<file path="src/rtl/dic_pkg.sv">
`timescale 1ns/1ps
package dic_pkg;
    localparam int INSTR_W = 32;
    localparam int REG_W   = 5;
    localparam int SLOTS   = 2;
    localparam int PKT_W   = INSTR_W * SLOTS;
    localparam int OPC_W   = 6;
    localparam int CLS_W   = 3;
    localparam int OPC_LSB = INSTR_W - OPC_W;
    localparam int RS_LSB  = OPC_LSB - REG_W;
    localparam int RT_LSB  = RS_LSB - REG_W;
    localparam int RD_LSB  = RT_LSB - REG_W;

    localparam logic [OPC_W-1:0] OP_REG   = 6'h00;
    localparam logic [OPC_W-1:0] OP_BEQ   = 6'h04;
    localparam logic [OPC_W-1:0] OP_BNE   = 6'h05;
    localparam logic [OPC_W-1:0] OP_ADDI  = 6'h08;
    localparam logic [OPC_W-1:0] OP_ADDIU = 6'h09;
    localparam logic [OPC_W-1:0] OP_SLTI  = 6'h0A;
    localparam logic [OPC_W-1:0] OP_ANDI  = 6'h0C;
    localparam logic [OPC_W-1:0] OP_ORI   = 6'h0D;
    localparam logic [OPC_W-1:0] OP_LOAD  = 6'h23;
    localparam logic [OPC_W-1:0] OP_STORE = 6'h2B;

    typedef enum logic [CLS_W-1:0] {
        CLS_NOP    = 3'd0,
        CLS_ALU    = 3'd1,
        CLS_BRANCH = 3'd2,
        CLS_LOAD   = 3'd3,
        CLS_STORE  = 3'd4,
        CLS_BAD    = 3'd7
    } op_class_e;

    typedef struct packed {
        op_class_e        cls;
        logic             rd_a_en;
        logic [REG_W-1:0] rd_a;
        logic             rd_b_en;
        logic [REG_W-1:0] rd_b;
        logic             wr_en;
        logic [REG_W-1:0] wr;
    } slot_dec_t;

    typedef enum logic [1:0] {
        ST_ACCEPT     = 2'd0,
        ST_WAIT_LOAD  = 2'd1,
        ST_SPLIT_TAIL = 2'd2
    } iss_state_e;
endpackage

</file>
<file path="src/rtl/dic_issue_fsm.sv">
`timescale 1ns/1ps
module dic_issue_fsm
    import dic_pkg::*;
(
    input  logic               clk,
    input  logic               rst_n,
    input  logic               fetch_valid,
    input  logic [PKT_W-1:0]   fetch_packet,
    input  logic               ds_freeze,
    input  op_class_e          cls0,
    input  op_class_e          cls1,
    input  logic               tail_wr_en,
    input  logic [REG_W-1:0]   tail_wr,
    input  logic               pkt_bad,
    input  logic               pair_dep,
    input  logic               load_use,
    output logic [PKT_W-1:0]   cur_pkt,
    output logic               fetch_ready,
    output logic               last_ld_vld,
    output logic [REG_W-1:0]   last_ld_dst,
    output logic               ex0_valid,
    output logic [CLS_W-1:0]   ex0_class,
    output logic [INSTR_W-1:0] ex0_instr,
    output logic               ex0_hold,
    output logic               ex1_valid,
    output logic [CLS_W-1:0]   ex1_class,
    output logic [INSTR_W-1:0] ex1_instr,
    output logic               ex1_hold,
    output logic               bad_packet
);
    iss_state_e       state_q, state_d;
    logic [PKT_W-1:0] hold_q;
    logic             have_pkt;
    logic             iss0, iss1, stall0, stall1, keep_pkt, flag_bad;

    always_comb begin
        cur_pkt     = (state_q == ST_ACCEPT) ? fetch_packet : hold_q;
        have_pkt    = (state_q == ST_ACCEPT) ? fetch_valid : 1'b1;
        fetch_ready = (state_q == ST_ACCEPT) && !ds_freeze;
        state_d  = state_q;
        iss0     = 1'b0;
        iss1     = 1'b0;
        stall0   = 1'b0;
        stall1   = 1'b0;
        keep_pkt = 1'b0;
        flag_bad = 1'b0;
        unique case (state_q)
            ST_ACCEPT, ST_WAIT_LOAD: begin
                if (have_pkt) begin
                    if (pkt_bad) begin
                        flag_bad = 1'b1;
                        state_d  = ST_ACCEPT;
                    end else if (load_use) begin
                        stall0   = 1'b1;
                        stall1   = 1'b1;
                        keep_pkt = 1'b1;
                        state_d  = ST_WAIT_LOAD;
                    end else if (pair_dep) begin
                        iss0     = 1'b1;
                        stall1   = 1'b1;
                        keep_pkt = 1'b1;
                        state_d  = ST_SPLIT_TAIL;
                    end else begin
                        iss0    = 1'b1;
                        iss1    = 1'b1;
                        state_d = ST_ACCEPT;
                    end
                end
            end
            ST_SPLIT_TAIL: begin
                iss1    = 1'b1;
                state_d = ST_ACCEPT;
            end
            default: state_d = ST_ACCEPT;
        endcase
    end

    always_ff @(posedge clk) begin
        if (!rst_n) begin
            state_q <= ST_ACCEPT;
            hold_q  <= '0;
        end else if (!ds_freeze) begin
            state_q <= state_d;
            if (keep_pkt) hold_q <= cur_pkt;
        end
    end

    always_ff @(posedge clk) begin
        if (!rst_n) begin
            ex0_valid   <= 1'b0;
            ex0_class   <= CLS_NOP;
            ex0_instr   <= '0;
            ex0_hold    <= 1'b0;
            ex1_valid   <= 1'b0;
            ex1_class   <= CLS_NOP;
            ex1_instr   <= '0;
            ex1_hold    <= 1'b0;
            bad_packet  <= 1'b0;
            last_ld_vld <= 1'b0;
            last_ld_dst <= '0;
        end else if (!ds_freeze) begin
            ex0_valid   <= iss0 && (cls0 != CLS_NOP);
            ex0_class   <= iss0 ? cls0 : CLS_NOP;
            ex0_instr   <= iss0 ? cur_pkt[0 +: INSTR_W] : '0;
            ex0_hold    <= stall0;
            ex1_valid   <= iss1 && (cls1 != CLS_NOP);
            ex1_class   <= iss1 ? cls1 : CLS_NOP;
            ex1_instr   <= iss1 ? cur_pkt[INSTR_W +: INSTR_W] : '0;
            ex1_hold    <= stall1;
            bad_packet  <= bad_packet | flag_bad;
            last_ld_vld <= iss1 && (cls1 == CLS_LOAD) && tail_wr_en;
            last_ld_dst <= tail_wr;
        end
    end
endmodule

</file>
<file path="config.mk">
export PLATFORM = sky130hd
export DESIGN_NAME = dic_issue_fsm
export DESIGN_NICKNAME = d
export VERILOG_FILES = /design/src/rtl/dic_pkg.sv /design/src/rtl/dic_issue_fsm.sv
export SDC_FILE = /design/constraint.sdc
export NUM_CORES = 1
export LEC_CHECK = 0
export ABC_CLOCK_PERIOD_IN_PS = 2200
export BUFFER_PORTS_ARGS = -buffer_cell sky130_fd_sc_hd__buf_2
export CORE_MARGIN = 3
export CORE_UTILIZATION = 27
export CTS_BUF_LIST = sky130_fd_sc_hd__clkbuf_4 sky130_fd_sc_hd__clkbuf_8
export CTS_CLUSTER_DIAMETER = 120
export DETAILED_ROUTE_END_ITERATION = 10
export GPL_ROUTABILITY_DRIVEN = 0
export PLACE_DENSITY_LB_ADDON = 0.08
export SYNTH_ARGS = -nofsm -noshare
export SYNTH_HDL_FRONTEND = slang
export SYNTH_SLANG_ARGS = --single-unit
</file>
<file path="constraint.sdc">
create_clock -name clk -period 2.2 [get_ports clk]
set_input_delay 0.44 -clock clk [delete_from_list [all_inputs] [get_ports clk]]
set_output_delay 0.44 -clock clk [all_outputs]
set_load 0.005 [all_outputs]
</file>
==> run summary, run 1 <==
====================================================================================================
Run status                                                                              complete, no violations
Clock-pin slew reported for the worst setup and hold paths after clock tree synthesis        0.10 ns
Dominant register cell in the synthesized netlist                                            dfxtp_1
Clk root buf                                                                                clkbuf_8
Warnings from Yosys                                                                                0
Hold-fix buffers at CTS                                                                            0
Path type of the worst min-delay path                                                   primary input to register
R2R Path Start                                                                          state_q[0]$_SDFFE_PN0P_
Number of core rows                                                                               57
Startpoint type of the worst setup path                                                     register
Height of the chip                                                                            166 um
Port Buf Inserts                                                                                 228
Sequential Power Share                                                                         46.4%
Highest achievable clock rate                                                                455 MHz
GRT Resource Usage Total                                                                       16.9%
First-pass GRT wire length                                                                   37.6 mm
# diodes                                                                                           0
Top-level port count                                                                             229
Placement-stage cell area                                                               0.00838 sq mm
Post-Synthesis Mean Instance Area                                                         9.78 sq um
Type of the worst setup path                                                            register to output pin
P_sw                                                                                         1.75 mW
Clock latency of the later-clocked register in the worst-skew pair                           0.45 ns
Clk_skew                                                                                   0.0184 ns
Initial core utilization                                                                       27.9%
Gate count of the mapped netlist                                                                 704
Fill cell count                                                                                 2555
Router iterations before antenna repair                                                            7
Sequential share of the synthesized area                                                       42.7%
Fraction of layout instances using a drive strength above 1                                    51.3%
Count of clock tree sinks                                                                        147
Depth of the worst register-to-register path                                                       5
Comb power frac                                                                                16.8%
Initial antenna violation count                                                                    3
Transition time of the tightest slew-check pin                                              0.525 ns
Leakage power summed over all cells                                                          4.29 nW
Total area of sequential cells                                                          0.00295 sq mm
Worst Setup End Kind                                                                      output pin
Share of power burned in the clock network                                                     36.9%
Async SR Flop Fraction                                                                            0%
Critical path fanouts, max                                                                        10
Clock tree from TritonCTS                                                                        yes
Area of combinational cells with multiple inputs                                        0.00386 sq mm
DRC Markers                                                                                        0
Vias per inst                                                                                   5.04
Pwr per Cell Area                                                                        645 mW/mm^2
Maximum number of pins on one net before global-route repair                                      68
Worst vdd ir                                                                              0.000412 V
Count of flip-flops with a built-in enable after synthesis                                         0
Leftover overflow at the end of global routing                                                     0
Overall routed net length                                                                    24.1 mm
Count of final setup violators                                                                     0
Area of the mapped netlist                                                              0.00689 sq mm
Post-DP HPWL                                                                                 15.7 mm
Max-capacitance violation count                                                                    0
Die Wd                                                                                        166 um
Mapped Nets                                                                                      787
Buffer levels on the longest clock path                                                            2
Layout Nets                                                                                      994
Vias in the first global route                                                                  6376
Overall die area                                                                        0.0275 sq mm
Period utilisation layout                                                                      99.9%
Unrepaired setup endpoints after global routing                                                 true
Data required time at the worst endpoint                                                     1.76 ns
Min-Delay Path Depth                                                                               2
Number of DRC markers in iteration 0                                                             265
Final number of max-transition violations                                                          0
Worst setup startpoint                                                                  state_q[0]$_SDFFE_PN0P_
Hold Crit Endpoint                                                                      last_ld_vld$_SDFFE_PN0N_
Number of synthesized register bits                                                              147
Vias post-DR                                                                                    6289
Relative max-transition margin                                                                 65.0%
Layout area overhead                                                                           35.9%
Number of distinct library cells after synthesis                                                  39
H-tree levels                                                                                      4
Worst r2r dst                                                                           hold_q[57]$_SDFFE_PN0P_
Number of hold violations in the final report                                                      0
Worst hold slack after final layout                                                         0.219 ns
Fraction of power spent switching nets                                                         28.9%
Antenna-violating nets left                                                                        0
Area of the placeable core                                                              0.0247 sq mm
Minimum period implied by the final worst setup slack                                        2.20 ns
Worst Min Path Start                                                                         cls1[2]
Cts bufs inserted                                                                                 17
R2R Setup Slk                                                                                0.33 ns
Arrival time at the worst endpoint                                                           1.76 ns
Post-route standard cell area excluding fillers                                         0.00936 sq mm
Routed length per placed instance                                                            19.3 um
Total power                                                                                  6.04 mW
Cell-internal power                                                                          4.29 mW
====================================================================================================
==> worst max-delay path, stage by stage, from the launching register on <==
cell     delay [ns]
dfxtp_2        0.35
nor2_4         0.12
buf_12         0.16
buf_16         0.19
mux2i_4        0.29
inv_1          0.07
buf_2          0.13
==> cells in the final DEF (no fill, tap or decap), types with 2 or more instances in the layout <==
| cell | count |
|---|---|
| inv_1 | 32 |
| or2_2 | 20 |
| o211a_1 | 32 |
| clkbuf_8 | 19 |
| nor2_1 | 7 |
| nand2_1 | 8 |
| dfxtp_2 | 2 |
| a31oi_1 | 33 |
| nor3b_1 | 19 |
| o31ai_1 | 34 |
| dfxtp_1 | 145 |
| o21ai_1 | 3 |
| buf_12 | 6 |
| nand3_1 | 61 |
| buf_16 | 2 |
| nor2_4 | 2 |
| mux2i_4 | 31 |
| buf_2 | 226 |
| buf_6 | 2 |
| mux2i_1 | 6 |
| a21oi_1 | 3 |
| bufinv_16 | 2 |
| nor4_2 | 2 |
| a211oi_2 | 30 |
| clkinvlp_4 | 3 |
| nand3b_1 | 3 |
| mux2_4 | 13 |
| a211oi_1 | 2 |
| and3_1 | 13 |
| clkinv_2 | 2 |
| o21a_1 | 19 |
| buf_4 | 34 |
| o21ai_2 | 20 |
| inv_6 | 5 |
| a31o_2 | 45 |
| o21ai_0 | 23 |
| nor3_1 | 2 |
==> worst max path at each step <==
stage                     cells past startpoint  slack (ns)                 endpoint
after floorplan                               4        0.51              cur_pkt[19]
after global placement                        5        0.31  hold_q[57]$_SDFFE_PN0P_
after CTS                                     5       -0.05              cur_pkt[21]
final                                         6       0.003              cur_pkt[44]
after detailed placement                      5        0.30              cur_pkt[43]
after global routing                          6       -0.12              cur_pkt[37]
==> per-layer routing <==
metal	vias to the layer above	wire length, um	global-route usage [%]
met2	166	11200	27.7
met1	3055	11300	22.3
li1	3043	-	-
met4	6	197	3.58
met5	-	23	0
met3	19	1350	4.91
==> per-stage QoR <==
stage / util, % / std cells / setup slack, ns / TNS [ns]
2_1_floorplan: - / 704 / 0.514 / 0
3_3_place_gp: 33.9 / 1205 / 0.305 / 0
3_5_place_dp: 33.9 / 1205 / 0.301 / 0
4_1_cts: 36.3 / 1238 / -0.0541 / -0.773
5_1_grt: 37.9 / 1248 / -0.116 / -3.82
6_report: 37.9 / 1248 / 0.00288 / 0
==> cells in the mapped netlist (5+ instances only) <==
cell type / number / area share, %
a211oi_2: 30 / 5.5
a31o_2: 45 / 5.7
a31oi_1: 33 / 3.0
and3_1: 14 / 1.3
buf_2: 20 / 1.5
buf_4: 8 / 0.87
buf_6: 5 / 0.82
clkbuf_1: 49 / 2.7
dfxtp_1: 147 / 43
inv_1: 33 / 1.8
mux2_2: 13 / 2.1
mux2i_1: 37 / 5.4
nand2_1: 8 / 0.44
nand3_1: 62 / 4.5
nor2_1: 8 / 0.44
nor3b_1: 19 / 2.1
o211a_1: 32 / 4.7
o21a_1: 19 / 2.1
o21ai_0: 23 / 1.7
o21ai_2: 20 / 2.5
o31ai_1: 34 / 3.7
or2_2: 19 / 1.7
==> layout make-up <==
cell class | count | area share (%)
Multi-Input combinational cell | 441 | 41.3
Sequential cell | 147 | 31.5
Timing Repair Buffer | 271 | 17.2
Tap cell | 324 | 4.33
Clock buffer | 19 | 2.80
Clock inverter | 13 | 1.55
Inverter | 33 | 1.32
==> cells by family (layout without fill, tap and decap cells) <==
logic type	count (synthesis)	in the layout	share of synthesized area [%]
AO/OA/AOI/OAI	247	247	30.0
flip-flops	147	147	42.7
AND/OR/NAND/NOR	144	144	12.1
buffers and inverters	116	336	7.67
multiplexers	50	50	7.51
==> repair_timing <==
| item | CTS | global route |
|---|---|---|
| pin swaps | 1 | 0 |
| gates cloned | 0 | 1 |
| resized for setup | 34 | 45 |
| setup endpoints to repair | 45 | 57 |
| setup buffers | 1 | 9 |
==> registers in the layout (all words and copies together) (netlist names), 2 cells and up <==
register     cells
ex0_class        3
hold_q          64
ex1_instr       32
ex1_class        3
ex0_instr       32
state_q          2
last_ld_dst      5
==> power groups by stage <==
stage	Combinational (mW)	Sequential, mW	Clock (mW)
floorplan	0.536	2.84	0
global placement	0.904	2.85	0
detailed placement	0.902	2.85	0
CTS	0.941	2.79	2.31
global route	1.10	2.81	2.43
finish	1.01	2.80	2.23
No activity file was read; power rests on OpenSTA's default activity.
==> run 2, diff against run 1 <==
CTS_BUF_LIST = unset   (was sky130_fd_sc_hd__clkbuf_4 sky130_fd_sc_hd__clkbuf_8)
==> run summary, run 2 (synthesis results as in run 1) <==
====================================================================================================
Number of core rows                                                                               57
Clk root buf                                                                               clkbuf_16
Period utilisation layout                                                                      99.2%
Vias post-DR                                                                                    6220
Initial antenna violation count                                                                    4
Data required time at the worst endpoint                                                     1.76 ns
Type of the worst setup path                                                            register to output pin
Unrepaired setup endpoints after global routing                                                 true
Height of the chip                                                                            166 um
Total power                                                                                  6.72 mW
Clock tree from TritonCTS                                                                        yes
Antenna-violating nets left                                                                        0
Area of combinational cells with multiple inputs                                        0.00365 sq mm
Critical path cell sequence                                                             nor2_4 -> buf_12 -> buf_12 -> mux2i_2 -> inv_1 -> buf_2
Transition time of the tightest slew-check pin                                              0.529 ns
DRC Markers                                                                                        0
Crit-path leading delay family                                                          buffers and inverters
Maximum number of pins on one net before global-route repair                                      68
Layout area overhead                                                                           33.9%
Cts bufs inserted                                                                                 17
Clk_skew                                                                                   0.0130 ns
Vias per inst                                                                                   5.02
Post-DP HPWL                                                                                 15.7 mm
Largest register FFs                                                                              64
Pwr per Cell Area                                                                        729 mW/mm^2
Count of final setup violators                                                                     0
Run status                                                                              complete, no violations
P_sw                                                                                         1.81 mW
First-pass GRT wire length                                                                   37.5 mm
Routed length per placed instance                                                            19.1 um
Commonest non-fill, non-tap cell in the layout                                                 buf_2
Total area of sequential cells                                                          0.00295 sq mm
GRT Resource Usage Total                                                                       16.9%
Fraction of layout instances using a drive strength above 1                                    50.5%
Relative max-transition margin                                                                 64.8%
Sequential Power Share                                                                         41.6%
Path type of the worst min-delay path                                                   primary input to register
Count of clock tree sinks                                                                        147
Maximum cell stage delay along the critical path                                             0.34 ns
Worst hold slack after final layout                                                         0.250 ns
Highest achievable clock rate                                                                458 MHz
Worst vdd ir                                                                              0.000420 V
Worst path most repeated cell                                                                 buf_12
Fill cell count                                                                                 2575
Cell-internal power                                                                          4.91 mW
Total buffers and inverters traversed by the critical path                                         4
Number of DRC markers in iteration 0                                                             265
Largest register by flop count                                                                hold_q
Share of power burned in the clock network                                                     44.3%
Startpoint type of the worst setup path                                                     register
Arrival time at the worst endpoint                                                           1.74 ns
Fraction of power spent switching nets                                                         27.0%
Layout Nets                                                                                      984
Clock latency of the later-clocked register in the worst-skew pair                           0.42 ns
Port Buf Inserts                                                                                 228
Commonest cells after routing, fill and taps aside                                      buf_2, dfxtp_1, nand3_1
Max-capacitance violation count                                                                    0
Number of hold violations in the final report                                                      0
Crit-path slowest cell                                                                       dfxtp_2
Comb power frac                                                                                14.0%
Initial core utilization                                                                       27.9%
Minimum period implied by the final worst setup slack                                        2.18 ns
H-tree levels                                                                                      4
Overall die area                                                                        0.0275 sq mm
Top-level port count                                                                             229
Die Wd                                                                                        166 um
Overall routed net length                                                                    23.7 mm
Final number of max-transition violations                                                          0
Worst Setup End Kind                                                                      output pin
Leakage power summed over all cells                                                          4.22 nW
Buffer levels on the longest clock path                                                            2
Area of the placeable core                                                              0.0247 sq mm
Router iterations before antenna repair                                                            4
Hold-fix buffers at CTS                                                                            0
Vias in the first global route                                                                  6338
Leftover overflow at the end of global routing                                                     0
Registers with the highest flip-flop counts                                             hold_q (64), ex0_instr (32), ex1_instr (32)
Critical path fanouts, max                                                                        16
Clock-pin slew reported for the worst setup and hold paths after clock tree synthesis        0.06 ns
====================================================================================================
run 2: repair_timing:
action | CTS | global route
setup endpoints to repair | 45 | 46
gates cloned | 0 | 0
resized for setup | 9 | 33
setup buffers | 1 | 0
pin swaps | 1 | 0
run 2: metal layers:
layer | global-route usage [%] | part of all wire, %
met5 | 0 | 0.097
met1 | 22.1 | 47
met3 | 4.98 | 5.6
met2 | 27.5 | 47
met4 | 3.94 | 0.79
run 2: power groups by stage:
stage          combinational (mW)  clock, mW  sequential, mW
6_report                    0.941       2.98            2.80
3_3_place_gp                0.904          0            2.85
2_1_floorplan               0.536          0            2.84
5_1_grt                      1.03       3.19            2.81
3_5_place_dp                0.902          0            2.85
4_1_cts                     0.915       3.08            2.79
run 2: area by class of cell:
cell class                      instances  area share, %
Antenna cell                            1         0.0271
Sequential cell                       147           31.9
Inverter                               33           1.34
Clock buffer                           19           4.91
Tap cell                              324           4.40
Multi-Input combinational cell        441           39.6
Clock inverter                         13           1.57
Timing Repair Buffer                  261           16.2
run 2: through the flow:
stage,std cells,utilization [%],setup slack [ns],area [sq um],TNS [ns]
floorplan,704,-,0.514,6890,0
global placement,1205,33.9,0.305,8380,0
detailed placement,1205,33.9,0.301,8380,0
CTS,1238,36.6,-0.0300,9030,-0.0677
global route,1239,37.4,-0.0610,9220,-1.63
finish,1239,37.4,0.0175,9220,0
run 2: worst register-to-register path: stages, from the launching register on:
cell      delay (ns)
dfxtp_2         0.37
buf_4           0.26
or2_2           0.24
buf_4           0.49
a31oi_1         0.20
a211oi_2        0.23
run 2: final timing paths:
kind                                 from                     endpoint  slack, ns  depth (start not counted)
setup / recovery  state_q[0]$_SDFFE_PN0P_                  cur_pkt[43]       0.02                          6
hold / removal                 tail_wr[2]  last_ld_dst[2]$_SDFFE_PN0N_       0.25                          3
setup reg to reg  state_q[0]$_SDFFE_PN0P_      hold_q[57]$_SDFFE_PN0P_       0.34                          5
hold reg to reg     ex1_hold$_SDFFE_PN0N_        ex1_hold$_SDFFE_PN0N_       0.47                          2
==> run 3, diff against run 2 <==
CTS_CLUSTER_DIAMETER = unset   (was 120)
PLACE_DENSITY = 0.49   (was unset)
PLACE_DENSITY_LB_ADDON = unset   (was 0.08)
==> run summary, run 3 (synthesis results as in run 1) <==
====================================================================================================
Antenna-violating nets left                                                                        0
Clock-pin slew reported for the worst setup and hold paths after clock tree synthesis        0.07 ns
Overall routed net length                                                                    23.5 mm
Vias in the first global route                                                                  6222
Number of core rows                                                                               57
Min-Delay Path Depth                                                                               3
R2R Setup Slk                                                                                0.36 ns
Arrival time at the worst endpoint                                                           1.77 ns
Initial core utilization                                                                       27.9%
Worst Min Path Start                                                                      tail_wr[2]
Critical path cell sequence                                                             nor2_4 -> buf_12 -> clkbuf_16 -> mux2_2 -> buf_2
Data required time at the worst endpoint                                                     1.76 ns
Max-capacitance violation count                                                                    0
Minimum period implied by the final worst setup slack                                        2.21 ns
Number of hold violations in the final report                                                      0
Cts bufs inserted                                                                                 17
Vias per inst                                                                                   5.06
Fraction of layout instances using a drive strength above 1                                    51.9%
Path type of the worst min-delay path                                                   primary input to register
Height of the chip                                                                            166 um
Pwr per Cell Area                                                                        714 mW/mm^2
Worst vdd ir                                                                              0.000368 V
Die Wd                                                                                        166 um
Largest register by flop count                                                                hold_q
Leftover overflow at the end of global routing                                                     0
Buffer levels on the longest clock path                                                            2
Crit-path slowest cell                                                                       dfxtp_4
H-tree levels                                                                                      4
Overall die area                                                                        0.0275 sq mm
Total buffers and inverters traversed by the critical path                                         3
Total area of sequential cells                                                          0.00295 sq mm
Router iterations before antenna repair                                                            5
Count of final setup violators                                                                     4
Final number of max-transition violations                                                          0
Clock tree from TritonCTS                                                                        yes
Leakage power summed over all cells                                                          4.50 nW
Largest register FFs                                                                              64
Clk_skew                                                                                  0.00918 ns
Clk root buf                                                                               clkbuf_16
Fill cell count                                                                                 2548
Area of the placeable core                                                              0.0247 sq mm
Routed length per placed instance                                                            18.5 um
Unrepaired setup endpoints after global routing                                                 true
Hold Crit Endpoint                                                                      last_ld_dst[2]$_SDFFE_PN0N_
Type of the worst setup path                                                            register to output pin
Met2 wire length                                                                             10.9 mm
Maximum cell stage delay along the critical path                                             0.37 ns
Top Layer Used                                                                                  met5
Setup slack after layout                                                                  -0.0136 ns
Placed cells                                                                                    1209
Met3 wire len                                                                                1.52 mm
Run status                                                                              finished with violations
First-pass GRT wire length                                                                   36.0 mm
Port Buf Inserts                                                                                 228
Worst r2r dst                                                                           hold_q[33]$_SDFFE_PN0P_
Critical path fanouts, max                                                                         7
Post-layout util                                                                               39.2%
Relative max-transition margin                                                                 32.0%
GRT Resource Usage Total                                                                       16.0%
Area of combinational cells with multiple inputs                                        0.00373 sq mm
Count of clock tree sinks                                                                        147
Violated checks                                                                         setup timing
Transition time of the tightest slew-check pin                                               1.02 ns
Period utilisation layout                                                                       101%
Depth of the worst register-to-register path                                                       4
Layout area overhead                                                                           40.6%
Vias post-DR                                                                                    6419
DRC Markers                                                                                        0
Registers with the highest flip-flop counts                                             hold_q (64), ex0_instr (32), ex1_instr (32)
Number of DRC markers in iteration 0                                                             340
Top-level port count                                                                             229
Initial antenna violation count                                                                    3
Commonest cells after routing, fill and taps aside                                      buf_2, dfxtp_1, nand3_1
Post-DP HPWL                                                                                 14.6 mm
Commonest non-fill, non-tap cell in the layout                                                 buf_2
Maximum number of pins on one net before global-route repair                                      69
M1 WL                                                                                        10.8 mm
Total negative slack for setup checks                                                     -0.0337 ns
R2R Path Start                                                                          state_q[1]$_SDFFE_PN0P_
Dpl ws                                                                                      0.114 ns
Highest achievable clock rate                                                                452 MHz
Non-filler instance count after layout                                                          1268
Worst hold slack after final layout                                                         0.251 ns
Worst Setup End Kind                                                                      output pin
Layout Nets                                                                                     1013
Startpoint type of the worst setup path                                                     register
Crit-path leading delay family                                                          buffers and inverters
Clock latency of the later-clocked register in the worst-skew pair                           0.42 ns
====================================================================================================
==> run 3: through the flow <==
| step | total power [mW] | cell area [sq um] |
|---|---|---|
| after floorplan | 3.38 | 6890 |
| after global placement | 3.77 | 8450 |
| after detailed placement | 3.77 | 8450 |
| after CTS | 6.87 | 9100 |
| after global routing | 7.21 | 9680 |
| final | 6.91 | 9680 |
==> run 3: worst max-delay path by stage <==
stage,start,end,slack [ns],depth (start not counted)
floorplan,state_q[1]$_SDFFE_PN0P_,cur_pkt[19],0.51,4
global placement,pkt_bad,hold_q[33]$_SDFFE_PN0P_,0.14,4
detailed placement,pkt_bad,hold_q[32]$_SDFFE_PN0P_,0.11,4
CTS,state_q[1]$_SDFFE_PN0P_,cur_pkt[40],-0.06,5
global route,state_q[0]$_SDFFE_PN0P_,cur_pkt[41],-0.07,6
finish,state_q[0]$_SDFFE_PN0P_,cur_pkt[19],-0.01,5
==> run 3: final cells by class <==
| cell class | count | share of cell area, % |
|---|---|---|
| Multi-Input combinational cell | 441 | 38.5 |
| Sequential cell | 147 | 30.5 |
| Timing Repair Buffer | 290 | 19.2 |
| Clock buffer | 17 | 4.40 |
| Tap cell | 324 | 4.19 |
| Clock inverter | 15 | 1.87 |
| Inverter | 33 | 1.28 |
| Antenna cell | 1 | 0.0259 |
==> run 3: what timing repair did <==
item                       CTS  global route
gates resized for setup     14            53
gates cloned                 0             4
pin swaps                    0             1
hold buffers                 0             0
setup endpoints to repair   54            47
setup buffers                0            22
==> run 3: power by group <==
group | internal (mW) | switching [mW] | total, mW
clock | 1.73 | 1.34 | 3.07
sequential | 2.74 | 0.0539 | 2.80
combinational | 0.493 | 0.549 | 1.04
total | 4.97 | 1.94 | 6.91
==> run 3: tightest hold or removal path, stage by stage <==
cell and delay [ns]:
buf_2 0.07, mux2i_1 0.05, nor2_1 0.07
==> run 3: per-layer routing <==
layer  up-vias  global-route usage, %
met3        19                   4.36
li1       3091                      -
met1      3091                   21.8
met4         6                   3.47
met2       212                   25.5
met5         -                      0
